## config.mk

```make
export PLATFORM = sky130hd
export DESIGN_NAME = mute_seq
export DESIGN_NICKNAME = d
export VERILOG_FILES = /design/src/rtl/mute_seq_pkg.sv /design/src/rtl/mute_seq_pdn_filt.sv /design/src/rtl/mute_seq_fsm.sv /design/src/rtl/mute_seq.sv
export SDC_FILE = /design/constraint.sdc
export NUM_CORES = 1
export LEC_CHECK = 0
export BUFFER_PORTS_ARGS = -buffer_cell sky130_fd_sc_hd__buf_2
export CORE_UTILIZATION = 45
export CTS_BUF_LIST = sky130_fd_sc_hd__clkbuf_8
export DETAILED_ROUTE_END_ITERATION = 7
export GPL_TIMING_DRIVEN = 1
export PLACE_DENSITY_LB_ADDON = 0.2
export SYNTH_ARGS = -nofsm -noshare
export SYNTH_HDL_FRONTEND = slang
export SYNTH_SLANG_ARGS = --single-unit
```

## constraint.sdc

```tcl
create_clock -name clk -period 2.1 [get_ports clk]
set_input_delay 0.105 -clock clk [delete_from_list [all_inputs] [get_ports clk]]
set_output_delay 0.105 -clock clk [all_outputs]
set_load 0.05 [all_outputs]
```

## src/rtl/mute_seq_pkg.sv

```systemverilog
package mute_seq_pkg;

    typedef enum logic [2:0] {
        SQ_RESET  = 3'd0,
        SQ_SETTLE = 3'd1,
        SQ_RUN    = 3'd2,
        SQ_WAITF  = 3'd3,
        SQ_LOST   = 3'd4,
        SQ_RECOV  = 3'd5,
        SQ_DOWN   = 3'd6
    } seq_state_e;

    function automatic int unsigned max3(int unsigned a, int unsigned b, int unsigned c);
        int unsigned m;
        m = (a > b) ? a : b;
        return (m > c) ? m : c;
    endfunction

endpackage

```

## src/rtl/mute_seq_pdn_filt.sv

```systemverilog
module mute_seq_pdn_filt #(
    parameter int unsigned SYNC_STAGES    = 2,
    parameter int unsigned PDN_MIN_CYCLES = 4
) (
    input  logic clk,
    input  logic por_i,
    input  logic pdn_n_i,
    output logic pdn_active_o
);
    localparam int unsigned LW = $clog2(PDN_MIN_CYCLES + 1);
    localparam logic [LW-1:0] LOW_TOP = LW'(PDN_MIN_CYCLES - 1);

    typedef struct packed {
        logic [SYNC_STAGES-1:0] sync;
        logic [LW-1:0]          low_cnt;
    } filt_t;

    filt_t filt_d, filt_q;
    logic  pin_low;

    assign pin_low = ~filt_q.sync[SYNC_STAGES-1];

    always_comb begin
        filt_d      = filt_q;
        filt_d.sync = {filt_q.sync[SYNC_STAGES-2:0], pdn_n_i};
        if (!pin_low) begin
            filt_d.low_cnt = '0;
        end else if (filt_q.low_cnt != LOW_TOP) begin
            filt_d.low_cnt = filt_q.low_cnt + 1'b1;
        end
    end

    always_ff @(posedge clk or posedge por_i) begin
        if (por_i) begin
            filt_q.sync    <= '1;
            filt_q.low_cnt <= '0;
        end else begin
            filt_q <= filt_d;
        end
    end

    assign pdn_active_o = pin_low && (filt_q.low_cnt == LOW_TOP);


    low_cnt_bound_chk: assert property (@(posedge clk) disable iff (por_i)
        filt_q.low_cnt <= LOW_TOP);

endmodule

```

## src/rtl/mute_seq_fsm.sv

```systemverilog
module mute_seq_fsm
    import mute_seq_pkg::*;
#(
    parameter int unsigned RST_CYCLES    = 1024,
    parameter int unsigned SETTLE_FRAMES = 4480,
    parameter int unsigned RESYNC_FRAMES = 32
) (
    input  logic clk,
    input  logic por_i,
    input  logic pdn_active_i,
    input  logic frame_tick_i,
    input  logic sync_lost_i,
    input  logic resync_i,
    output logic core_rst_o,
    output logic mute_o,
    output logic dout_en_o
);
    localparam int unsigned CMAX = max3(RST_CYCLES, SETTLE_FRAMES, RESYNC_FRAMES);
    localparam int unsigned CW   = $clog2(CMAX + 1);
    localparam logic [CW-1:0] RST_LAST    = CW'(RST_CYCLES - 1);
    localparam logic [CW-1:0] SETTLE_LAST = CW'(SETTLE_FRAMES - 1);
    localparam logic [CW-1:0] RECOV_LAST  = CW'(RESYNC_FRAMES - 1);

    typedef struct packed {
        seq_state_e    state;
        logic [CW-1:0] cnt;
    } seq_t;

    seq_t seq_d, seq_q;

    always_comb begin
        seq_d = seq_q;
        if (pdn_active_i) begin
            seq_d.state = SQ_DOWN;
            seq_d.cnt   = '0;
        end else begin
            case (seq_q.state)
                SQ_RESET: begin
                    if (seq_q.cnt == RST_LAST) begin
                        seq_d.state = SQ_SETTLE;
                        seq_d.cnt   = '0;
                    end else begin
                        seq_d.cnt = seq_q.cnt + 1'b1;
                    end
                end
                SQ_SETTLE: begin
                    if (frame_tick_i) begin
                        if (seq_q.cnt == SETTLE_LAST) begin
                            seq_d.state = SQ_RUN;
                            seq_d.cnt   = '0;
                        end else begin
                            seq_d.cnt = seq_q.cnt + 1'b1;
                        end
                    end
                end
                SQ_RUN: begin
                    if (sync_lost_i) seq_d.state = SQ_WAITF;
                end
                SQ_WAITF: begin
                    if (frame_tick_i) seq_d.state = SQ_LOST;
                end
                SQ_LOST: begin
                    if (resync_i) begin
                        seq_d.state = SQ_RECOV;
                        seq_d.cnt   = '0;
                    end
                end
                SQ_RECOV: begin
                    if (sync_lost_i) begin
                        seq_d.state = SQ_LOST;
                        seq_d.cnt   = '0;
                    end else if (frame_tick_i) begin
                        if (seq_q.cnt == RECOV_LAST) begin
                            seq_d.state = SQ_RUN;
                            seq_d.cnt   = '0;
                        end else begin
                            seq_d.cnt = seq_q.cnt + 1'b1;
                        end
                    end
                end
                SQ_DOWN: begin
                    seq_d.state = SQ_RESET;
                    seq_d.cnt   = '0;
                end
                default: begin
                    seq_d.state = SQ_RESET;
                    seq_d.cnt   = '0;
                end
            endcase
        end
    end

    always_ff @(posedge clk or posedge por_i) begin
        if (por_i) begin
            seq_q.state <= SQ_RESET;
            seq_q.cnt   <= '0;
        end else begin
            seq_q <= seq_d;
        end
    end

    assign core_rst_o = (seq_q.state == SQ_RESET) || (seq_q.state == SQ_DOWN);
    assign mute_o     = (seq_q.state != SQ_RUN) && (seq_q.state != SQ_WAITF);
    assign dout_en_o  = (seq_q.state != SQ_DOWN);


    rst_len_chk: assert property (@(posedge clk) disable iff (por_i)
        $fell(core_rst_o) |-> ($past(seq_q.cnt) == RST_LAST));


    unmute_on_tick_chk: assert property (@(posedge clk) disable iff (por_i)
        $fell(mute_o) |-> $past(frame_tick_i));


    rst_keeps_mute_chk: assert property (@(posedge clk) disable iff (por_i)
        $fell(mute_o) |-> !core_rst_o);


    pdn_disables_chk: assert property (@(posedge clk) disable iff (por_i)
        pdn_active_i |=> (!dout_en_o && core_rst_o));


    pdn_restart_chk: assert property (@(posedge clk) disable iff (por_i)
        $rose(dout_en_o) |-> (core_rst_o && seq_q.cnt == '0));


    lost_hold_chk: assert property (@(posedge clk) disable iff (por_i)
        (seq_q.state == SQ_LOST && !resync_i && !pdn_active_i) |=> mute_o);

endmodule

```

## src/rtl/mute_seq.sv

```systemverilog
module mute_seq #(
    parameter int unsigned RST_CYCLES     = 1024,
    parameter int unsigned SETTLE_FRAMES  = 4480,
    parameter int unsigned RESYNC_FRAMES  = 32,
    parameter int unsigned SYNC_STAGES    = 2,
    parameter int unsigned PDN_MIN_CYCLES = 4
) (
    input  logic clk,
    input  logic por_i,
    input  logic pdn_n_i,
    input  logic frame_tick_i,
    input  logic sync_lost_i,
    input  logic resync_i,
    output logic core_rst_o,
    output logic mute_o,
    output logic dout_en_o
);
    logic pdn_active;

    mute_seq_pdn_filt #(
        .SYNC_STAGES    (SYNC_STAGES),
        .PDN_MIN_CYCLES (PDN_MIN_CYCLES)
    ) u_pdn_filt (
        .clk          (clk),
        .por_i        (por_i),
        .pdn_n_i      (pdn_n_i),
        .pdn_active_o (pdn_active)
    );

    mute_seq_fsm #(
        .RST_CYCLES    (RST_CYCLES),
        .SETTLE_FRAMES (SETTLE_FRAMES),
        .RESYNC_FRAMES (RESYNC_FRAMES)
    ) u_fsm (
        .clk          (clk),
        .por_i        (por_i),
        .pdn_active_i (pdn_active),
        .frame_tick_i (frame_tick_i),
        .sync_lost_i  (sync_lost_i),
        .resync_i     (resync_i),
        .core_rst_o   (core_rst_o),
        .mute_o       (mute_o),
        .dout_en_o    (dout_en_o)
    );

endmodule

```

# Word-level counts from Yosys, hierarchy flattened
# Cells that the tools add are included.
[word_totals]
regBits = 21
in_bits = 6
output_inout_bits = 3
elab_cells = 55
[op_classes]
addsub = 2
n_eq_ne = 23
muxes = 17
bitwise_logic = 1
reduce_logical = 8
[op_table]
columns = ["cell", "count"]
rows = [
  ["16-bit two-way mux", 5],
  ["13-bit case mux with 5 select lines", 1],
  ["13-bit two-way mux", 3],
  ["3-bit two-way mux", 7],
  ["3-bit case mux with 6 select lines", 1],
  ["3-bit by 2-bit != test with 1-bit output (second input constant)", 5],
  ["3-bit != test (second input constant)", 5],
  ["13-bit by 1-bit adder with 13-bit output (second input constant)", 1],
  ["13-bit by 10-bit equality test with 1-bit output (second input constant)", 1],
  ["13-bit equality test (second input constant)", 1],
  ["13-bit by 5-bit equality test with 1-bit output (second input constant)", 1],
  ["3-bit by 2-bit equality test with 1-bit output (second input constant)", 3],
  ["3-bit equality test (second input constant)", 3],
  ["8-bit AND reduction", 1],
  ["4-bit by 3-bit != test with 1-bit output (second input constant)", 1],
  ["4-bit != test (second input constant)", 1],
  ["4-bit AND reduction", 1],
  ["3-bit by 1-bit adder with 3-bit output (second input constant)", 1],
  ["3-bit by 1-bit equality test with 1-bit output (second input constant)", 1],
  ["3-bit zero test", 1],
  ["1-bit logical AND", 2],
  ["2-bit by 1-bit != test with 1-bit output (second input constant)", 1],
  ["2-bit nonzero test", 1],
  ["2-bit OR reduction", 1],
  ["other kinds (2)", 2],
]

# Longest topological paths before layout
# Gate-level depths: netlist (run 1).
[depth]
depth_word = 6
depth_mapped = 8
ltp_nobuf = 7

# By module
# A second synthesis (run 1) with hierarchy kept.
[hier_totals]
hier_cells = 141
area_unflattened_um2 = 1297.5
[by_module_without_submodules]
columns = ["mod", "instances", "cells_each", "area_each_um2", "seq_area_each_um2"]
rows = [
  ["mute_seq_fsm", 1, 125, 1091.0, 400.4],
  ["mute_seq_pdn_filt", 1, 16, 206.4, 127.6],
]

# Least setup slack after synthesis (run 1)
# Ideal clock, no wire load.
[synth_path]
path_kind = "register -> register"
startpoint = "register u_pdn_filt.filt_q[0] in the netlist's numbering"
endpoint = "register u_fsm.seq_q[2] in the netlist's numbering"
setup_time_ns = 0.067
arrival_time_ns = 2.194
t_required_ns = 2.033
setup_slack_ns = -0.160
stages_incl_launch_ff = 9
path_buffers = 2
period_less_slack_ns = 2.260
path_cell_list = "dfrtp_1 ha_1 ha_1 nor2b_1 clkbuf_1 or3_1 clkbuf_1 nor3_1 a22o_1"
[synth_via]
elab_chain_len = 4
elab_cells_between_ends = 8
cone_classes = "eq/ne (5); mux (1); reduce/logical (2)"
[synth_rtl]
columns = ["element", "line", "source"]
rows = [
  ["from (decl)", "mute_seq_pdn_filt.sv:18", "filt_t filt_d, filt_q;"],
  ["from (signal assigned)", "mute_seq_pdn_filt.sv:38", "filt_q <= filt_d;"],
  ["3-bit by 2-bit equality test with 1-bit output *", "mute_seq_pdn_filt.sv:42", "assign pdn_active_o = pin_low && (filt_q.low_cnt == LOW_TOP);"],
  ["1-bit logical AND *", "mute_seq_pdn_filt.sv:42", ""],
  ["4-bit != test (no line) (tied with other cells)", "--", ""],
  ["4-bit AND reduction (no line)", "--", ""],
  ["to (signal assigned)", "mute_seq_fsm.sv:98", "seq_q <= seq_d;"],
  ["to (decl)", "mute_seq_fsm.sv:29", "seq_t seq_d, seq_q;"],
]
# Mark *: on every way between the ends. The rest lies on a longest branch, timed or not.
# A chain may end at the register's enable or synchronous reset.

# Final worst setup path (run 1)
[layout_path]
startpoint = "register u_fsm.seq_q[8] in the netlist's numbering"
endpoint = "register u_fsm.seq_q[15] in the netlist's numbering"
[layout_via]
elab_chain_len = 3
elab_cells_between_ends = 7
cone_classes = "eq/ne (6); reduce/logical (1)"
[layout_rtl]
columns = ["element", "line", "source"]
rows = [
  ["13-bit by 5-bit equality test with 1-bit output (tied with other cells)", "mute_seq_fsm.sv:73", "if (seq_q.cnt == RECOV_LAST) begin"],
  ["4-bit by 3-bit != test with 1-bit output (no line) or 3-bit by 2-bit != test with 1-bit output (tied branches)", "--", ""],
  ["8-bit AND reduction (no line) *", "--", ""],
]
# Marks and branches as above.

==> report_table.html, run 1 <==
<table>
<tr><th>Metric</th><th>Value</th></tr>
<tr><th colspan="2">Layout</th></tr>
<tr><td>Number of nets at the end of the flow</td><td>between 150 and 200</td></tr>
<tr><td>Non-filler instance count after layout</td><td>211</td></tr>
<tr><td>Commonest cells after routing, fill and taps aside</td><td>21 x sky130_fd_sc_hd__buf_4, 18 x sky130_fd_sc_hd__dfrtp_1, 13 x sky130_fd_sc_hd__nand2_1, 11 x sky130_fd_sc_hd__nor2_1, 8 x sky130_fd_sc_hd__buf_2</td></tr>
<tr><td>Antenna diode instance count</td><td>0</td></tr>
<tr><td>Number of filler instances in the final layout</td><td>238</td></tr>
<tr><td>Share of the core filled with cells in the final layout</td><td>61.0%</td></tr>
<tr><td>Most common library cell in the layout ignoring fill and taps</td><td>sky130_fd_sc_hd__buf_4</td></tr>
<tr><td>Synth-to-layout area growth</td><td>27.0%</td></tr>
<tr><td>Layout cell share with drive strength beyond 1</td><td>28.3%</td></tr>
<tr><th colspan="2">Hold path</th></tr>
<tr><td>Worst min-delay path category</td><td>primary input to asynchronous set/reset pin</td></tr>
<tr><th colspan="2">Clock tree</th></tr>
<tr><td>Clock-pin slew on the worst setup and hold paths</td><td>80 ps</td></tr>
<tr><td>Deepest level of the CTS H-tree</td><td>1</td></tr>
<tr><td>Clock root buffer</td><td>sky130_fd_sc_hd__clkbuf_8</td></tr>
<tr><td>Max Buffers Root-to-Sink</td><td>2</td></tr>
<tr><td>Clock sinks</td><td>21</td></tr>
<tr><td>Insertion delay of the later-clocked pin in the worst-skew pair</td><td>260 ps</td></tr>
<tr><td>Clock tree from TritonCTS</td><td>done</td></tr>
<tr><td>Post-CTS repair timing setup buffer count</td><td>0</td></tr>
<tr><td>CTS buffer count</td><td>3</td></tr>
<tr><th colspan="2">Drt</th></tr>
<tr><td>Total number of vias</td><td>1326</td></tr>
<tr><td>Via/cell ratio</td><td>6.28</td></tr>
<tr><td>Routed wire length</td><td>3260 µm</td></tr>
<tr><td>Routed wire length per instance</td><td>between 15 and 20 µm</td></tr>
<tr><td># DRC</td><td>0</td></tr>
<tr><td>DRC marker count from the first detailed-route iteration</td><td>50</td></tr>
<tr><td>Remaining antenna violation count</td><td>0</td></tr>
<tr><td>Length of the first detailed-routing pass in iterations</td><td>4</td></tr>
<tr><th colspan="2">Timing</th></tr>
<tr><td>Final setup skew</td><td>4.54 ps</td></tr>
<tr><td>Worst-Margin Slew</td><td>811 ps</td></tr>
<tr><td># setup viols final</td><td>0</td></tr>
<tr><td>Count of final hold-check violations</td><td>19</td></tr>
<tr><td>Final slew viol count</td><td>0</td></tr>
<tr><td>Max-slew headroom</td><td>45.8%</td></tr>
<tr><td>Fin Hold WS</td><td>-11.5 ps</td></tr>
<tr><td>Minimum clock period after layout</td><td>2070 ps</td></tr>
<tr><td>Max Freq</td><td>between 400 and 500 MHz</td></tr>
<tr><td>Share of the cycle needed by the critical path after routing</td><td>98.8%</td></tr>
<tr><td>Worst setup margin</td><td>25.6 ps</td></tr>
<tr><th colspan="2">Yosys</th></tr>
<tr><td>Post-synth EDFFs</td><td>0</td></tr>
<tr><td>Yosys warns</td><td>0</td></tr>
<tr><td>Primary FF master, synth</td><td>sky130_fd_sc_hd__dfrtp_1</td></tr>
<tr><td>Netlist cell types</td><td>41</td></tr>
<tr><td>Synthesized instance count</td><td>151</td></tr>
<tr><td>Sequential cell area fraction in the yosys report</td><td>39.2%</td></tr>
<tr><td>Post-synth design cell area</td><td>between 1000 and 1500 µm²</td></tr>
<tr><td>Mapped Avg Cell Area</td><td>8.92 µm²</td></tr>
<tr><td>Top-area cell type share of the netlist area</td><td>35.3%</td></tr>
<tr><td>Top post-synthesis cells by area</td><td>sky130_fd_sc_hd__dfrtp_1 35%, sky130_fd_sc_hd__dfstp_2 3.9%, sky130_fd_sc_hd__nand2_1 3.6%, sky130_fd_sc_hd__o31ai_1 3.3%, sky130_fd_sc_hd__a22o_1 3.2%</td></tr>
<tr><td>Post-Synthesis Net Count</td><td>160</td></tr>
<tr><td>Count of state elements after synthesis</td><td>21</td></tr>
<tr><td>Cell accounting for the most synthesized area</td><td>sky130_fd_sc_hd__dfrtp_1</td></tr>
<tr><td>Share of flip-flops with an asynchronous set or reset after synthesis</td><td>100%</td></tr>
<tr><th colspan="2">Worst setup path</th></tr>
<tr><td>Data arrival time at the worst-slack endpoint</td><td>about 2200 ps</td></tr>
<tr><td>Crit path launch type</td><td>flip-flop</td></tr>
<tr><td>Class of the most critical setup path</td><td>flip-flop to flip-flop</td></tr>
<tr><td>R2R setup slack</td><td>30 ps</td></tr>
<tr><td>Reg-to-reg critical path startpoint</td><td>u_fsm.seq_q[8]</td></tr>
<tr><td>Critical Path Fanout Max</td><td>6</td></tr>
<tr><td>Endpoint kind of the worst setup timing path</td><td>flip-flop</td></tr>
<tr><td>Critical path required time</td><td>approximately 2300 ps</td></tr>
<tr><td>Cells on worst reg2reg path</td><td>5</td></tr>
<tr><td>Worst flop-to-flop path endpoint</td><td>u_fsm.seq_q[15]</td></tr>
<tr><th colspan="2">Place</th></tr>
<tr><td>Half-perimeter wire length of the detailed placement result</td><td>2290 µm</td></tr>
<tr><td>Number of placed instances with taps included</td><td>206</td></tr>
<tr><td>Routability cong.</td><td>0.899</td></tr>
<tr><td>IO Port Bufs</td><td>8</td></tr>
<tr><td>Setup slack at placement</td><td>24.4 ps</td></tr>
<tr><th colspan="2">Floorplanning</th></tr>
<tr><td>Number of top-level pins</td><td>9</td></tr>
<tr><td>Total Die Area</td><td>3220 µm²</td></tr>
<tr><td>Area of the core</td><td>2810 µm²</td></tr>
<tr><td>Width of the die</td><td>56.7 µm</td></tr>
<tr><td>Die height</td><td>56.7 µm</td></tr>
<tr><td>Effective utilization at floorplan</td><td>between 40% and 50%</td></tr>
<tr><td>Number of cell rows</td><td>19</td></tr>
<tr><th colspan="2">Power</th></tr>
<tr><td>Power density cells</td><td>around 1200 nW/µm²</td></tr>
<tr><td>Leakage power</td><td>0.723 nW</td></tr>
<tr><td>Peak VDD IR</td><td>0.000908 V</td></tr>
<tr><th colspan="2">GRT</th></tr>
<tr><td>GRT Total Usage</td><td>21.9%</td></tr>
<tr><td>Wire length of the first global-routing pass</td><td>5450 µm</td></tr>
<tr><td>Remaining Overflow, GRT</td><td>0</td></tr>
<tr><td>Largest net degree at the start of global routing</td><td>22</td></tr>
<tr><td>Antenna violations before repair</td><td>0</td></tr>
<tr><td>Number of global-route vias before repair</td><td>around 1200</td></tr>
<tr><th colspan="2">Outcome</th></tr>
<tr><td>Outcome</td><td>complete, but fails checks</td></tr>
<tr><td>Failing checks</td><td>hold timing</td></tr>
<tr><th colspan="2">Job</th></tr>
<tr><td># Max-Cap Violations</td><td>0</td></tr>
</table>
==> cell type report <==
type	count	area [µm²]	share of cell area [%]
multi-input cells	117	837	48.9
flip-flops and latches	21	529	30.9
repair buffers	32	239	14.0
clock buffers	3	41.3	2.41
well taps	31	38.8	2.27
inverters	6	22.5	1.32
clock inverters	1	3.75	0.219
==> layer usage <==
| metal | up-vias | track usage [%] | part of all wire, % |
|---|---|---|---|
| met5 | - | 0 | 0 |
| met4 | 0 | 6.43 | 1.2 |
| met3 | 5 | 3.46 | 4.8 |
| met2 | 41 | 35.4 | 48 |
| met1 | 639 | 30.0 | 46 |
| li1 | 641 | - | - |
==> Yosys cell counts, types with 2 or more instances <==
| library cell | instances |
|---|---|
| sky130_fd_sc_hd__o211ai_1 | 2 |
| sky130_fd_sc_hd__a22o_1 | 5 |
| sky130_fd_sc_hd__o31ai_1 | 6 |
| sky130_fd_sc_hd__nand4bb_1 | 2 |
| sky130_fd_sc_hd__nand3_1 | 8 |
| sky130_fd_sc_hd__nor4_1 | 4 |
| sky130_fd_sc_hd__inv_1 | 6 |
| sky130_fd_sc_hd__or2_2 | 2 |
| sky130_fd_sc_hd__o2bb2ai_1 | 3 |
| sky130_fd_sc_hd__nor3b_1 | 2 |
| sky130_fd_sc_hd__nand4_1 | 5 |
| sky130_fd_sc_hd__nand2b_1 | 5 |
| sky130_fd_sc_hd__nor2_1 | 11 |
| sky130_fd_sc_hd__nor2b_1 | 3 |
| sky130_fd_sc_hd__a21o_1 | 4 |
| sky130_fd_sc_hd__o21ai_1 | 4 |
| sky130_fd_sc_hd__nand2_1 | 13 |
| sky130_fd_sc_hd__o311ai_1 | 2 |
| sky130_fd_sc_hd__clkbuf_1 | 5 |
| sky130_fd_sc_hd__a211oi_1 | 2 |
| sky130_fd_sc_hd__a21oi_1 | 5 |
| sky130_fd_sc_hd__ha_1 | 3 |
| sky130_fd_sc_hd__a31oi_1 | 2 |
| sky130_fd_sc_hd__or4_1 | 2 |
| sky130_fd_sc_hd__nor3_1 | 7 |
| sky130_fd_sc_hd__a221o_1 | 2 |
| sky130_fd_sc_hd__dfstp_2 | 2 |
| sky130_fd_sc_hd__o32a_1 | 2 |
| sky130_fd_sc_hd__or3_1 | 2 |
| sky130_fd_sc_hd__dfrtp_1 | 19 |
==> critical path: stages (launching register included) <==
cell                       delay, ps
sky130_fd_sc_hd__dfrtp_2         450
sky130_fd_sc_hd__or4_4           550
sky130_fd_sc_hd__o31ai_4         260
sky130_fd_sc_hd__a21boi_4        250
sky130_fd_sc_hd__o211ai_1        110
sky130_fd_sc_hd__a221o_1         350
==> cell families after synthesis <==
| family | count (synthesis) | share of synthesized area [%] |
|---|---|---|
| adder cells (fa/ha/maj) | 3 | 2.79 |
| multiplexers | 1 | 0.743 |
| flip-flops | 21 | 39.2 |
| buffers and inverters | 13 | 3.99 |
| AND/OR/NAND/NOR | 69 | 27.8 |
| AO/OA/AOI/OAI | 43 | 24.9 |
| XOR/XNOR | 1 | 0.650 |
==> report_power, final <==
group / switching (W) / internal (W)
clock: 0.000132 / 0.000130
sequential: 0.0000684 / 0.000461
combinational: 0.000695 / 0.000526
==> repair_timing <==
item | in CTS | in global routing
gates resized for setup | 1 | 13
pin swaps | 0 | 2
hold buffers | 1 | 0
endpoints found under the hold margin | 1 | 0
setup endpoints to repair | 1 | 13
==> sequential cells by signal, summed over array words and instances, names as in the netlist <==
signal             cells
u_pdn_filt.filt_d      1
u_fsm.seq_q           16
u_pdn_filt.filt_q      4
==> metrics by stage <==
step | TNS, ps | instance area [µm²] | power [W] | hold slack (ps)
3_3_place_gp | 0 | 1590 | 0.00163 | 210
5_1_grt | -12.1 | 1710 | 0.00215 | 63.5
4_1_cts | 0 | 1650 | 0.00191 | 15.4
2_1_floorplan | 0 | 1350 | 0.00128 | 80.0
6_report | 0 | 1710 | 0.00201 | -11.5
3_5_place_dp | 0 | 1590 | 0.00164 | 211
==> worst max-delay path by stage <==
stage                          from              end  depth (start not counted)  slack, ps
2_1_floorplan  u_pdn_filt.filt_q[0]  u_fsm.seq_q[15]                          8         10
6_report             u_fsm.seq_q[8]  u_fsm.seq_q[15]                          5         30
5_1_grt              u_fsm.seq_q[8]  u_fsm.seq_q[15]                          5        -10
3_5_place_dp   u_pdn_filt.filt_q[0]   u_fsm.seq_q[2]                          6         20
4_1_cts        u_pdn_filt.filt_q[0]   u_fsm.seq_q[2]                          6         10
3_3_place_gp   u_pdn_filt.filt_q[0]   u_fsm.seq_q[8]                          6         50
No activity file was read; power rests on OpenSTA's default activity.
==> run 2, diff against run 1 <==
--- a/config.mk
+++ b/config.mk
@@ -5,7 +5,7 @@
 export SDC_FILE = /design/constraint.sdc
 export NUM_CORES = 1
 export LEC_CHECK = 0
-export BUFFER_PORTS_ARGS = -buffer_cell sky130_fd_sc_hd__buf_2
+export BUFFER_PORTS_ARGS = -buffer_cell sky130_fd_sc_hd__buf_4
 export CORE_UTILIZATION = 45
 export CTS_BUF_LIST = sky130_fd_sc_hd__clkbuf_8
 export DETAILED_ROUTE_END_ITERATION = 7
==> run 2 against run 1 <==
The flow still finishes with violations (hold timing). Highest routed layer unchanged. Non-clock buffer count down 1. Setup slack better by 31 ps. Critical path type unchanged. Sequential power up 0.8%. Clock-buffer cell count unchanged. Clock power up 4%. Flip-flop and latch count unchanged. Critical path depth unchanged. Worst hold slack better by 7.4 ps. Clock skew about the same.
==> report_table.html, run 2 (synthesized netlist as in run 1, its figures left out) <==
<table>
<tr><th>Metric</th><th>Value</th></tr>
<tr><th colspan="2">Outcome</th></tr>
<tr><td>Outcome</td><td>complete, but fails checks (unchanged)</td></tr>
<tr><td>Failing checks</td><td>hold timing (unchanged)</td></tr>
<tr><th colspan="2">Clock tree</th></tr>
<tr><td>CTS buffer count</td><td>3 (unchanged)</td></tr>
<tr><td>Clock root buffer</td><td>sky130_fd_sc_hd__clkbuf_8 (unchanged)</td></tr>
<tr><td>Clock tree from TritonCTS</td><td>done (unchanged)</td></tr>
<tr><td>Post-CTS repair timing setup buffer count</td><td>0 (unchanged)</td></tr>
<tr><td>Insertion delay of the later-clocked pin in the worst-skew pair</td><td>270 ps (was 260 ps)</td></tr>
<tr><td>Clock sinks</td><td>21 (unchanged)</td></tr>
<tr><td>Max Buffers Root-to-Sink</td><td>2 (unchanged)</td></tr>
<tr><td>Clock-pin slew on the worst setup and hold paths</td><td>80 ps (about the same)</td></tr>
<tr><td>Deepest level of the CTS H-tree</td><td>1 (unchanged)</td></tr>
<tr><th colspan="2">Timing</th></tr>
<tr><td># setup viols final</td><td>0 (unchanged)</td></tr>
<tr><td>Worst setup margin</td><td>56.6 ps (was 25.6 ps)</td></tr>
<tr><td>Count of final hold-check violations</td><td>15 (was 19)</td></tr>
<tr><td>Final slew viol count</td><td>0 (unchanged)</td></tr>
<tr><td>Worst-Margin Slew</td><td>817 ps (was 811 ps)</td></tr>
<tr><td>Minimum clock period after layout</td><td>2040 ps (was 2070 ps)</td></tr>
<tr><td>Max-slew headroom</td><td>45.5% (was 45.8%)</td></tr>
<tr><td>Final setup skew</td><td>4.76 ps (was 4.54 ps)</td></tr>
<tr><td>Share of the cycle needed by the critical path after routing</td><td>97.3% (was 98.8%)</td></tr>
<tr><td>Max Freq</td><td>489 MHz (was 482 MHz)</td></tr>
<tr><td>Fin Hold WS</td><td>-4.10 ps (was -11.5 ps)</td></tr>
<tr><th colspan="2">GRT</th></tr>
<tr><td>Largest net degree at the start of global routing</td><td>22 (unchanged)</td></tr>
<tr><td>Antenna violations before repair</td><td>0 (unchanged)</td></tr>
<tr><td>Number of global-route vias before repair</td><td>1241 (was 1212)</td></tr>
<tr><td>Remaining Overflow, GRT</td><td>0 (unchanged)</td></tr>
<tr><td>GRT Total Usage</td><td>24.2% (was 21.9%)</td></tr>
<tr><td>Wire length of the first global-routing pass</td><td>5950 µm (was 5450 µm)</td></tr>
<tr><th colspan="2">Layout</th></tr>
<tr><td>Final instance area</td><td>1720 µm² (was 1710 µm²)</td></tr>
<tr><td>Share of the core filled with cells in the final layout</td><td>61.2% (was 61.0%)</td></tr>
<tr><td>Antenna diode instance count</td><td>0 (unchanged)</td></tr>
<tr><td>Most common library cell in the layout ignoring fill and taps</td><td>sky130_fd_sc_hd__buf_4 (unchanged)</td></tr>
<tr><td>Most flop-heavy register</td><td>u_fsm.seq_q (unchanged)</td></tr>
<tr><td>Non-filler instance count after layout</td><td>210 (was 211)</td></tr>
<tr><td>Commonest cells after routing, fill and taps aside</td><td>28 x sky130_fd_sc_hd__buf_4, 18 x sky130_fd_sc_hd__dfrtp_1, 13 x sky130_fd_sc_hd__nand2_1, 11 x sky130_fd_sc_hd__nor2_1, 7 x sky130_fd_sc_hd__nand3_1 (was 21 x sky130_fd_sc_hd__buf_4, 18 x sky130_fd_sc_hd__dfrtp_1, 13 x sky130_fd_sc_hd__nand2_1, 11 x sky130_fd_sc_hd__nor2_1, 8 x sky130_fd_sc_hd__buf_2)</td></tr>
<tr><td>Layout cell share with drive strength beyond 1</td><td>27.4% (was 28.3%)</td></tr>
<tr><td>Flip-flop count of the largest register after layout</td><td>16 (unchanged)</td></tr>
<tr><td>Synth-to-layout area growth</td><td>27.5% (was 27.0%)</td></tr>
<tr><td>Number of nets at the end of the flow</td><td>189 (was 190)</td></tr>
<tr><th colspan="2">Floorplanning</th></tr>
<tr><td>Number of cell rows</td><td>19 (unchanged)</td></tr>
<tr><td>Area of the core</td><td>2810 µm² (unchanged)</td></tr>
<tr><td>Width of the die</td><td>56.7 µm (unchanged)</td></tr>
<tr><td>Total Die Area</td><td>3220 µm² (unchanged)</td></tr>
<tr><td>Effective utilization at floorplan</td><td>48.0% (unchanged)</td></tr>
<tr><td>Number of top-level pins</td><td>9 (unchanged)</td></tr>
<tr><td>Die height</td><td>56.7 µm (unchanged)</td></tr>
<tr><th colspan="2">Drt</th></tr>
<tr><td># DRC</td><td>0 (unchanged)</td></tr>
<tr><td>Total number of vias</td><td>1305 (was 1326)</td></tr>
<tr><td>Via/cell ratio</td><td>6.21 (was 6.28)</td></tr>
<tr><td>Routed wire length</td><td>3470 µm (was 3260 µm)</td></tr>
<tr><td>Routed wire length per instance</td><td>16.5 µm (was 15.4 µm)</td></tr>
<tr><td>DRC marker count from the first detailed-route iteration</td><td>45 (was 50)</td></tr>
<tr><td>Remaining antenna violation count</td><td>0 (unchanged)</td></tr>
<tr><td>Length of the first detailed-routing pass in iterations</td><td>4 (unchanged)</td></tr>
<tr><th colspan="2">Place</th></tr>
<tr><td>Setup slack at placement</td><td>-8.15 ps (was 24.4 ps)</td></tr>
<tr><td>Routability cong.</td><td>0.830 (was 0.899)</td></tr>
<tr><td>Half-perimeter wire length of the detailed placement result</td><td>2460 µm (was 2290 µm)</td></tr>
<tr><td>Cell area after placement</td><td>1600 µm² (was 1590 µm²)</td></tr>
<tr><td>IO Port Bufs</td><td>8 (unchanged)</td></tr>
<tr><td>Number of placed instances with taps included</td><td>205 (was 206)</td></tr>
<tr><th colspan="2">Power</th></tr>
<tr><td>Peak VDD IR</td><td>0.000859 V (was 0.000908 V)</td></tr>
<tr><td>Leakage power</td><td>0.727 nW (was 0.723 nW)</td></tr>
<tr><td>Power density cells</td><td>1180 nW/µm² (about the same)</td></tr>
<tr><th colspan="2">Worst setup path</th></tr>
<tr><td>Critical path destination</td><td>u_fsm.seq_q[15] (unchanged)</td></tr>
<tr><td>Cell with the largest stage delay on the worst path</td><td>sky130_fd_sc_hd__or4_4 (unchanged)</td></tr>
<tr><td>Stages on worst setup path</td><td>5 (unchanged)</td></tr>
<tr><td>Cells on worst reg2reg path</td><td>5 (unchanged)</td></tr>
<tr><td>Startpoint of the most critical setup path</td><td>u_fsm.seq_q[10] (was u_fsm.seq_q[8])</td></tr>
<tr><td>Bufs and invs on worst path</td><td>0 (unchanged)</td></tr>
<tr><td>Endpoint kind of the worst setup timing path</td><td>flip-flop (unchanged)</td></tr>
<tr><td>R2R setup slack</td><td>60 ps (was 30 ps)</td></tr>
<tr><td>Worst flop-to-flop path endpoint</td><td>u_fsm.seq_q[15] (unchanged)</td></tr>
<tr><td>Data arrival time at the worst-slack endpoint</td><td>2200 ps (was 2230 ps)</td></tr>
<tr><td>Reg-to-reg critical path startpoint</td><td>u_fsm.seq_q[10] (was u_fsm.seq_q[8])</td></tr>
<tr><td>Critical Path Fanout Max</td><td>3 (was 6)</td></tr>
<tr><td>Class of the most critical setup path</td><td>flip-flop to flip-flop (unchanged)</td></tr>
<tr><td>Critical path's largest stage delay</td><td>540 ps (was 550 ps)</td></tr>
<tr><td>Critical path cell sequence</td><td>or4_4 &gt; o31ai_4 &gt; a21boi_4 &gt; o211ai_1 &gt; a221o_1 (unchanged)</td></tr>
<tr><td>Crit path launch type</td><td>flip-flop (unchanged)</td></tr>
<tr><td>Largest delay contributor family on the critical path</td><td>compound AO/OA/AOI/OAI gates (unchanged)</td></tr>
<tr><td>Critical path required time</td><td>2250 ps (about the same)</td></tr>
<tr><th colspan="2">Job</th></tr>
<tr><td># Max-Cap Violations</td><td>0 (unchanged)</td></tr>
<tr><th colspan="2">Hold path</th></tr>
<tr><td>Worst min-delay path category</td><td>primary input to asynchronous set/reset pin (unchanged)</td></tr>
</table>
## run 2: metrics by stage
stage,total power [W],setup TNS [ps],hold slack [ps]
floorplan,0.00128,0,80.0
global placement,0.00162,0,214
detailed placement,0.00165,-10.6,215
CTS,0.00195,0,35.5
global route,0.00218,-1.17,78.3
finish,0.00203,0,-4.10
## run 2: final cells by class
cell class	instances	area (µm²)
inverter	6	22.5
fill	241	1090
tap	31	38.8
timing repair buffer	31	251
clock buffer	3	41.3
multi-input combinational	117	830
sequential	21	529
clock inverter	1	5.00
## run 2: worst min path at each step
stage	endpoint	slack [ps]	cells past startpoint
floorplan	u_fsm.seq_q[0]	80	1
global placement	u_pdn_filt.filt_d[4]	210	1
detailed placement	u_pdn_filt.filt_d[4]	210	1
CTS	u_fsm.seq_q[7]	40	2
global route	u_fsm.seq_q[5]	80	2
finish	u_fsm.seq_q[7]	-4	2
## run 2: worst register-to-register path, delay by kind of cell, from the launching register on
family / cells / cell delay, ps
AO/OA/AOI/OAI: 4 / 970
flip-flops: 1 / 420
AND/OR/NAND/NOR: 1 / 540
## run 2: repair_timing
| item | in CTS | in global routing |
|---|---|---|
| pin swaps | 0 | 3 |
| gates resized for setup | 3 | 9 |
| hold endpoints to repair | 1 | 0 |
| endpoints found under the setup margin | 8 | 11 |
| hold buffers | 1 | 0 |
## run 2: power breakdown
part / leakage [nW] / switching [W] / internal, W
clock: 0.0255 / 0.000140 / 0.000133
sequential: 0.277 / 0.0000709 / 0.000463
combinational: 0.424 / 0.000702 / 0.000521
total: 0.727 / 0.000913 / 0.00112
## run 2: per-layer routing
layer | GRT usage (%) | part of all wire [%]
met5 | 0 | 0
met4 | 8.57 | 1.4
met3 | 3.23 | 2.4
met2 | 36.6 | 48
met1 | 35.2 | 49
==> run 3, diff against run 2 <==
--- a/config.mk
+++ b/config.mk
@@ -5,6 +5,7 @@
 export SDC_FILE = /design/constraint.sdc
 export NUM_CORES = 1
 export LEC_CHECK = 0
+export ABC_AREA = 1
 export BUFFER_PORTS_ARGS = -buffer_cell sky130_fd_sc_hd__buf_4
 export CORE_UTILIZATION = 45
 export CTS_BUF_LIST = sky130_fd_sc_hd__clkbuf_8
==> run 3 against run 2 <==
The flow still finishes with violations (hold timing). Register-to-register slack better by 150 ps. First-iteration DRC count up 29%. Global-route usage down 4.1 points. Sequential share of layout area up 0.90 points. Sequential power up 3%. Flip-flop and latch count unchanged. Routed wire length down 8.9%. Largest cell class unchanged. Final cell count up 30%. Largest power group unchanged. Clock-buffer cell count unchanged. Non-clock buffer count down 22.
==> report_table.html, run 3 <==
<table>
<tr><th>Metric</th><th>Value</th></tr>
<tr><th colspan="2">Drt</th></tr>
<tr><td>Routed wire length</td><td>3160 µm (was 3470 µm)</td></tr>
<tr><td>Remaining antenna violation count</td><td>0 (unchanged)</td></tr>
<tr><td>Routed wire length per instance</td><td>11.6 µm (was 16.5 µm)</td></tr>
<tr><td>DRC marker count from the first detailed-route iteration</td><td>58 (was 45)</td></tr>
<tr><td>Via/cell ratio</td><td>5.03 (was 6.21)</td></tr>
<tr><td>Total number of vias</td><td>1369 (was 1305)</td></tr>
<tr><td># DRC</td><td>0 (unchanged)</td></tr>
<tr><td>Length of the first detailed-routing pass in iterations</td><td>4 (unchanged)</td></tr>
<tr><th colspan="2">Worst setup path</th></tr>
<tr><td>Crit path launch type</td><td>flip-flop (unchanged)</td></tr>
<tr><td>Critical Path Fanout Max</td><td>12 (was 3)</td></tr>
<tr><td>Class of the most critical setup path</td><td>flip-flop to flip-flop (unchanged)</td></tr>
<tr><td>Cells on worst reg2reg path</td><td>12 (was 5)</td></tr>
<tr><td>Reg-to-reg critical path startpoint</td><td>u_pdn_filt.filt_q[0] (was u_fsm.seq_q[10])</td></tr>
<tr><td>Startpoint of the most critical setup path</td><td>u_pdn_filt.filt_q[0] (was u_fsm.seq_q[10])</td></tr>
<tr><td>Critical path required time</td><td>2260 ps (was 2250 ps)</td></tr>
<tr><td>Critical path destination</td><td>u_fsm.seq_q[7] (was u_fsm.seq_q[15])</td></tr>
<tr><td>Endpoint kind of the worst setup timing path</td><td>flip-flop (unchanged)</td></tr>
<tr><td>Data arrival time at the worst-slack endpoint</td><td>2060 ps (was 2200 ps)</td></tr>
<tr><td>Worst flop-to-flop path endpoint</td><td>u_fsm.seq_q[7] (was u_fsm.seq_q[15])</td></tr>
<tr><td>R2R setup slack</td><td>200 ps (was 60 ps)</td></tr>
<tr><th colspan="2">Clock tree</th></tr>
<tr><td>Clock-pin slew on the worst setup and hold paths</td><td>70 ps (was 80 ps)</td></tr>
<tr><td>Clock root buffer</td><td>sky130_fd_sc_hd__clkbuf_8 (unchanged)</td></tr>
<tr><td>Clock tree from TritonCTS</td><td>done (unchanged)</td></tr>
<tr><td>Insertion delay of the later-clocked pin in the worst-skew pair</td><td>260 ps (was 270 ps)</td></tr>
<tr><td>Post-CTS repair timing setup buffer count</td><td>0 (unchanged)</td></tr>
<tr><td>Count of instances resized after the clock tree is built</td><td>0 (was 3)</td></tr>
<tr><td>Post-cts hold buffer count</td><td>1 (unchanged)</td></tr>
<tr><td>CTS buffer count</td><td>3 (unchanged)</td></tr>
<tr><td>Deepest level of the CTS H-tree</td><td>1 (unchanged)</td></tr>
<tr><td>Clock sinks</td><td>21 (unchanged)</td></tr>
<tr><td>Max Buffers Root-to-Sink</td><td>2 (unchanged)</td></tr>
<tr><th colspan="2">Timing</th></tr>
<tr><td>Count of final hold-check violations</td><td>5 (was 15)</td></tr>
<tr><td>Fin Hold WS</td><td>-0.920 ps (was -4.10 ps)</td></tr>
<tr><td>Final setup skew</td><td>0.748 ps (was 4.76 ps)</td></tr>
<tr><td>Minimum clock period after layout</td><td>1900 ps (was 2040 ps)</td></tr>
<tr><td>Max Freq</td><td>528 MHz (was 489 MHz)</td></tr>
<tr><td>Max-slew headroom</td><td>46.2% (was 45.5%)</td></tr>
<tr><td>Post-route setup TNS</td><td>0 ps (unchanged)</td></tr>
<tr><td>RSZ-0062 raised after global routing</td><td>false</td></tr>
<tr><td>Share of the cycle needed by the critical path after routing</td><td>90.3% (was 97.3%)</td></tr>
<tr><td># setup viols final</td><td>0 (unchanged)</td></tr>
<tr><td>Final slew viol count</td><td>0 (unchanged)</td></tr>
<tr><td>Worst-Margin Slew</td><td>806 ps (was 817 ps)</td></tr>
<tr><th colspan="2">Yosys</th></tr>
<tr><td>Count leader, synth</td><td>sky130_fd_sc_hd__nand2_1 (was sky130_fd_sc_hd__dfrtp_1)</td></tr>
<tr><td>Count of state elements after synthesis</td><td>21 (unchanged)</td></tr>
<tr><td>Sequential cell area fraction in the yosys report</td><td>34.4% (was 39.2%)</td></tr>
<tr><td>Synthesized instance count</td><td>218 (was 151)</td></tr>
<tr><td>Post-synth EDFFs</td><td>0 (unchanged)</td></tr>
<tr><td>Cell accounting for the most synthesized area</td><td>sky130_fd_sc_hd__dfrtp_1 (unchanged)</td></tr>
<tr><td>Top post-synthesis cells by area</td><td>sky130_fd_sc_hd__dfrtp_1 31%, sky130_fd_sc_hd__nand2_1 16%, sky130_fd_sc_hd__inv_1 6.9%, sky130_fd_sc_hd__nand3_1 6.5%, sky130_fd_sc_hd__nor2_1 5.4% (was sky130_fd_sc_hd__dfrtp_1 35%, sky130_fd_sc_hd__dfstp_2 3.9%, sky130_fd_sc_hd__nand2_1 3.6%, sky130_fd_sc_hd__o31ai_1 3.3%, sky130_fd_sc_hd__a22o_1 3.2%)</td></tr>
<tr><td>Most frequent cells after synthesis</td><td>67 x sky130_fd_sc_hd__nand2_1, 28 x sky130_fd_sc_hd__inv_1, 22 x sky130_fd_sc_hd__nor2_1, 20 x sky130_fd_sc_hd__nand3_1, 19 x sky130_fd_sc_hd__dfrtp_1 (was 19 x sky130_fd_sc_hd__dfrtp_1, 13 x sky130_fd_sc_hd__nand2_1, 11 x sky130_fd_sc_hd__nor2_1, 8 x sky130_fd_sc_hd__nand3_1, 7 x sky130_fd_sc_hd__nor3_1)</td></tr>
<tr><td>Post-synth design cell area</td><td>1530 µm² (was 1350 µm²)</td></tr>
<tr><td>Netlist cell types</td><td>33 (was 41)</td></tr>
<tr><td>Share of flip-flops with an asynchronous set or reset after synthesis</td><td>100% (unchanged)</td></tr>
<tr><td>Post-Synthesis Net Count</td><td>227 (was 160)</td></tr>
<tr><td>Primary FF master, synth</td><td>sky130_fd_sc_hd__dfrtp_1 (unchanged)</td></tr>
<tr><td>Mapped Avg Cell Area</td><td>7.04 µm² (was 8.92 µm²)</td></tr>
<tr><td>Top-area cell type share of the netlist area</td><td>31.0% (was 35.3%)</td></tr>
<tr><td>Yosys warns</td><td>0 (unchanged)</td></tr>
<tr><th colspan="2">Layout</th></tr>
<tr><td>Layout cell share with drive strength beyond 1</td><td>16.2% (was 27.4%)</td></tr>
<tr><td>Synth-to-layout area growth</td><td>8.56% (was 27.5%)</td></tr>
<tr><td>Most flop-heavy register</td><td>u_fsm.seq_q (unchanged)</td></tr>
<tr><td>Flip-flop count of the largest register after layout</td><td>16 (unchanged)</td></tr>
<tr><td>Number of nets at the end of the flow</td><td>238 (was 189)</td></tr>
<tr><td>Antenna diode instance count</td><td>0 (unchanged)</td></tr>
<tr><td>Commonest cells after routing, fill and taps aside</td><td>67 x sky130_fd_sc_hd__nand2_1, 29 x sky130_fd_sc_hd__inv_1, 22 x sky130_fd_sc_hd__nor2_1, 20 x sky130_fd_sc_hd__nand3_1, 19 x sky130_fd_sc_hd__dfrtp_1 (was 28 x sky130_fd_sc_hd__buf_4, 18 x sky130_fd_sc_hd__dfrtp_1, 13 x sky130_fd_sc_hd__nand2_1, 11 x sky130_fd_sc_hd__nor2_1, 7 x sky130_fd_sc_hd__nand3_1)</td></tr>
<tr><td>Final instance area</td><td>1670 µm² (was 1720 µm²)</td></tr>
<tr><td>Most common library cell in the layout ignoring fill and taps</td><td>sky130_fd_sc_hd__nand2_1 (was sky130_fd_sc_hd__buf_4)</td></tr>
<tr><th colspan="2">GRT</th></tr>
<tr><td>Remaining Overflow, GRT</td><td>0 (unchanged)</td></tr>
<tr><td>Wire length of the first global-routing pass</td><td>5410 µm (was 5950 µm)</td></tr>
<tr><td>Number of global-route vias before repair</td><td>1209 (was 1241)</td></tr>
<tr><td>Antenna violations before repair</td><td>0 (unchanged)</td></tr>
<tr><td>Largest net degree at the start of global routing</td><td>22 (unchanged)</td></tr>
<tr><td>GRT Total Usage</td><td>20.0% (was 24.2%)</td></tr>
<tr><th colspan="2">Power</th></tr>
<tr><td>Peak VDD IR</td><td>0.000519 V (was 0.000859 V)</td></tr>
<tr><td>Net switching power</td><td>0.000964 W (was 0.000913 W)</td></tr>
<tr><td>Reg power frac</td><td>29.2% (was 26.3%)</td></tr>
<tr><td>Clock network power share</td><td>13.9% (was 13.4%)</td></tr>
<tr><td>Sw frac</td><td>51.2% (was 45.0%)</td></tr>
<tr><td>Power density cells</td><td>1130 nW/µm² (was 1180 nW/µm²)</td></tr>
<tr><td>Leakage power</td><td>0.842 nW (was 0.727 nW)</td></tr>
<tr><td>Logic pwr share</td><td>56.9% (was 60.3%)</td></tr>
<tr><td>Design internal power</td><td>0.000918 W (was 0.00112 W)</td></tr>
<tr><th colspan="2">Outcome</th></tr>
<tr><td>Failing checks</td><td>hold timing (unchanged)</td></tr>
<tr><td>Outcome</td><td>complete, but fails checks (unchanged)</td></tr>
<tr><th colspan="2">Place</th></tr>
<tr><td>Half-perimeter wire length of the detailed placement result</td><td>2450 µm (was 2460 µm)</td></tr>
<tr><td>Routability cong.</td><td>0.854 (was 0.830)</td></tr>
<tr><td>IO Port Bufs</td><td>8 (unchanged)</td></tr>
<tr><td>Cell area after placement</td><td>1610 µm² (was 1600 µm²)</td></tr>
<tr><th colspan="2">Floorplanning</th></tr>
<tr><td>Width of the die</td><td>60.4 µm (was 56.7 µm)</td></tr>
<tr><td>Number of cell rows</td><td>20 (was 19)</td></tr>
<tr><td>Die height</td><td>60.4 µm (was 56.7 µm)</td></tr>
<tr><td>Effective utilization at floorplan</td><td>48.7% (was 48.0%)</td></tr>
<tr><td>Area of the core</td><td>3150 µm² (was 2810 µm²)</td></tr>
<tr><td>Number of top-level pins</td><td>9 (unchanged)</td></tr>
<tr><td>Total Die Area</td><td>3650 µm² (was 3220 µm²)</td></tr>
<tr><th colspan="2">Job</th></tr>
<tr><td># Max-Cap Violations</td><td>0 (unchanged)</td></tr>
<tr><th colspan="2">Hold path</th></tr>
<tr><td>Worst min-delay path category</td><td>primary input to asynchronous set/reset pin (unchanged)</td></tr>
</table>
## run 3: cell types whose count changed after synthesis, sizes merged, moves of 5 or more
cell	before	now
a22o	5	0
clkbuf	5	0
inv	6	32
nand2	13	71
nand2b	5	0
nand3	8	22
nor2	11	29
o21ai	4	10
o31ai	7	1
## run 3: power by group through the flow
stage               combinational, W  clock, W  sequential [W]
floorplan                   0.000965         0        0.000506
global placement             0.00105         0        0.000557
detailed placement           0.00105         0        0.000555
CTS                          0.00106  0.000271        0.000547
global route                 0.00118  0.000285        0.000553
finish                       0.00107  0.000262        0.000549
## run 3: worst min-delay path by stage
stage / end / from / depth (start not counted) / slack [ps]
floorplan: u_fsm.seq_q[0] / por_i / 1 / 80
global placement: u_pdn_filt.filt_d[4] / pdn_n_i / 1 / 210
detailed placement: u_pdn_filt.filt_d[4] / pdn_n_i / 1 / 210
CTS: u_fsm.seq_q[3] / por_i / 2 / 30
global route: u_pdn_filt.filt_q[2] / por_i / 2 / 90
finish: u_pdn_filt.filt_q[2] / por_i / 2 / -0.9
## run 3: through the flow
stage               hold WS (ps)  utilization (%)  total power (W)  std cells  setup slack, ps
floorplan                   80.0                -          0.00147        218              410
global placement             213             51.1          0.00160        267              308
detailed placement           214             51.1          0.00161        267              225
CTS                         31.8             52.8          0.00188        272              220
finish                    -0.920             52.8          0.00188        272              204
global route                85.9             52.8          0.00201        272             16.3
## run 3: kinds of logic after synthesis
family	count (synthesis)	share of synthesized area, %
buf+inv	35	10.7
flops	21	34.4
compound gates	21	8.40
xor+xnor	3	1.71
simple gates	135	42.3
fa+ha+maj	3	2.45
## run 3: worst max-delay path: stages (launching register included)
cell	delay [ps]
sky130_fd_sc_hd__dfrtp_1	400
sky130_fd_sc_hd__ha_1	200
sky130_fd_sc_hd__ha_1	210
sky130_fd_sc_hd__inv_1	130
sky130_fd_sc_hd__nor2_2	70
sky130_fd_sc_hd__nor3_2	230
sky130_fd_sc_hd__nor2_4	80
sky130_fd_sc_hd__nand2_4	170
sky130_fd_sc_hd__nor2_1	90
sky130_fd_sc_hd__nand2_1	70
sky130_fd_sc_hd__nand2_1	50
sky130_fd_sc_hd__nand2_1	50
sky130_fd_sc_hd__inv_1	30
## run 3: layout make-up
type / instances / area, µm²
fillers: 345 / 1490
multi-input cells: 162 / 842
flip-flops and latches: 21 / 528
inverters: 32 / 125
repair buffers: 9 / 70.1
well taps: 44 / 55.1
clock buffers: 3 / 41.3
clock inverters: 1 / 3.75
## run 3: layer usage
layer / global-route usage [%] / part of all wire, % / up-vias / wire (µm)
met5: 0 / 0 / - / 0
met2: 27.8 / 41 / 35 / 1310
met1: 31.5 / 53 / 615 / 1690
met3: 2.56 / 4.0 / 5 / 126
li1: - / - / 714 / -
met4: 6.98 / 1.3 / 0 / 42
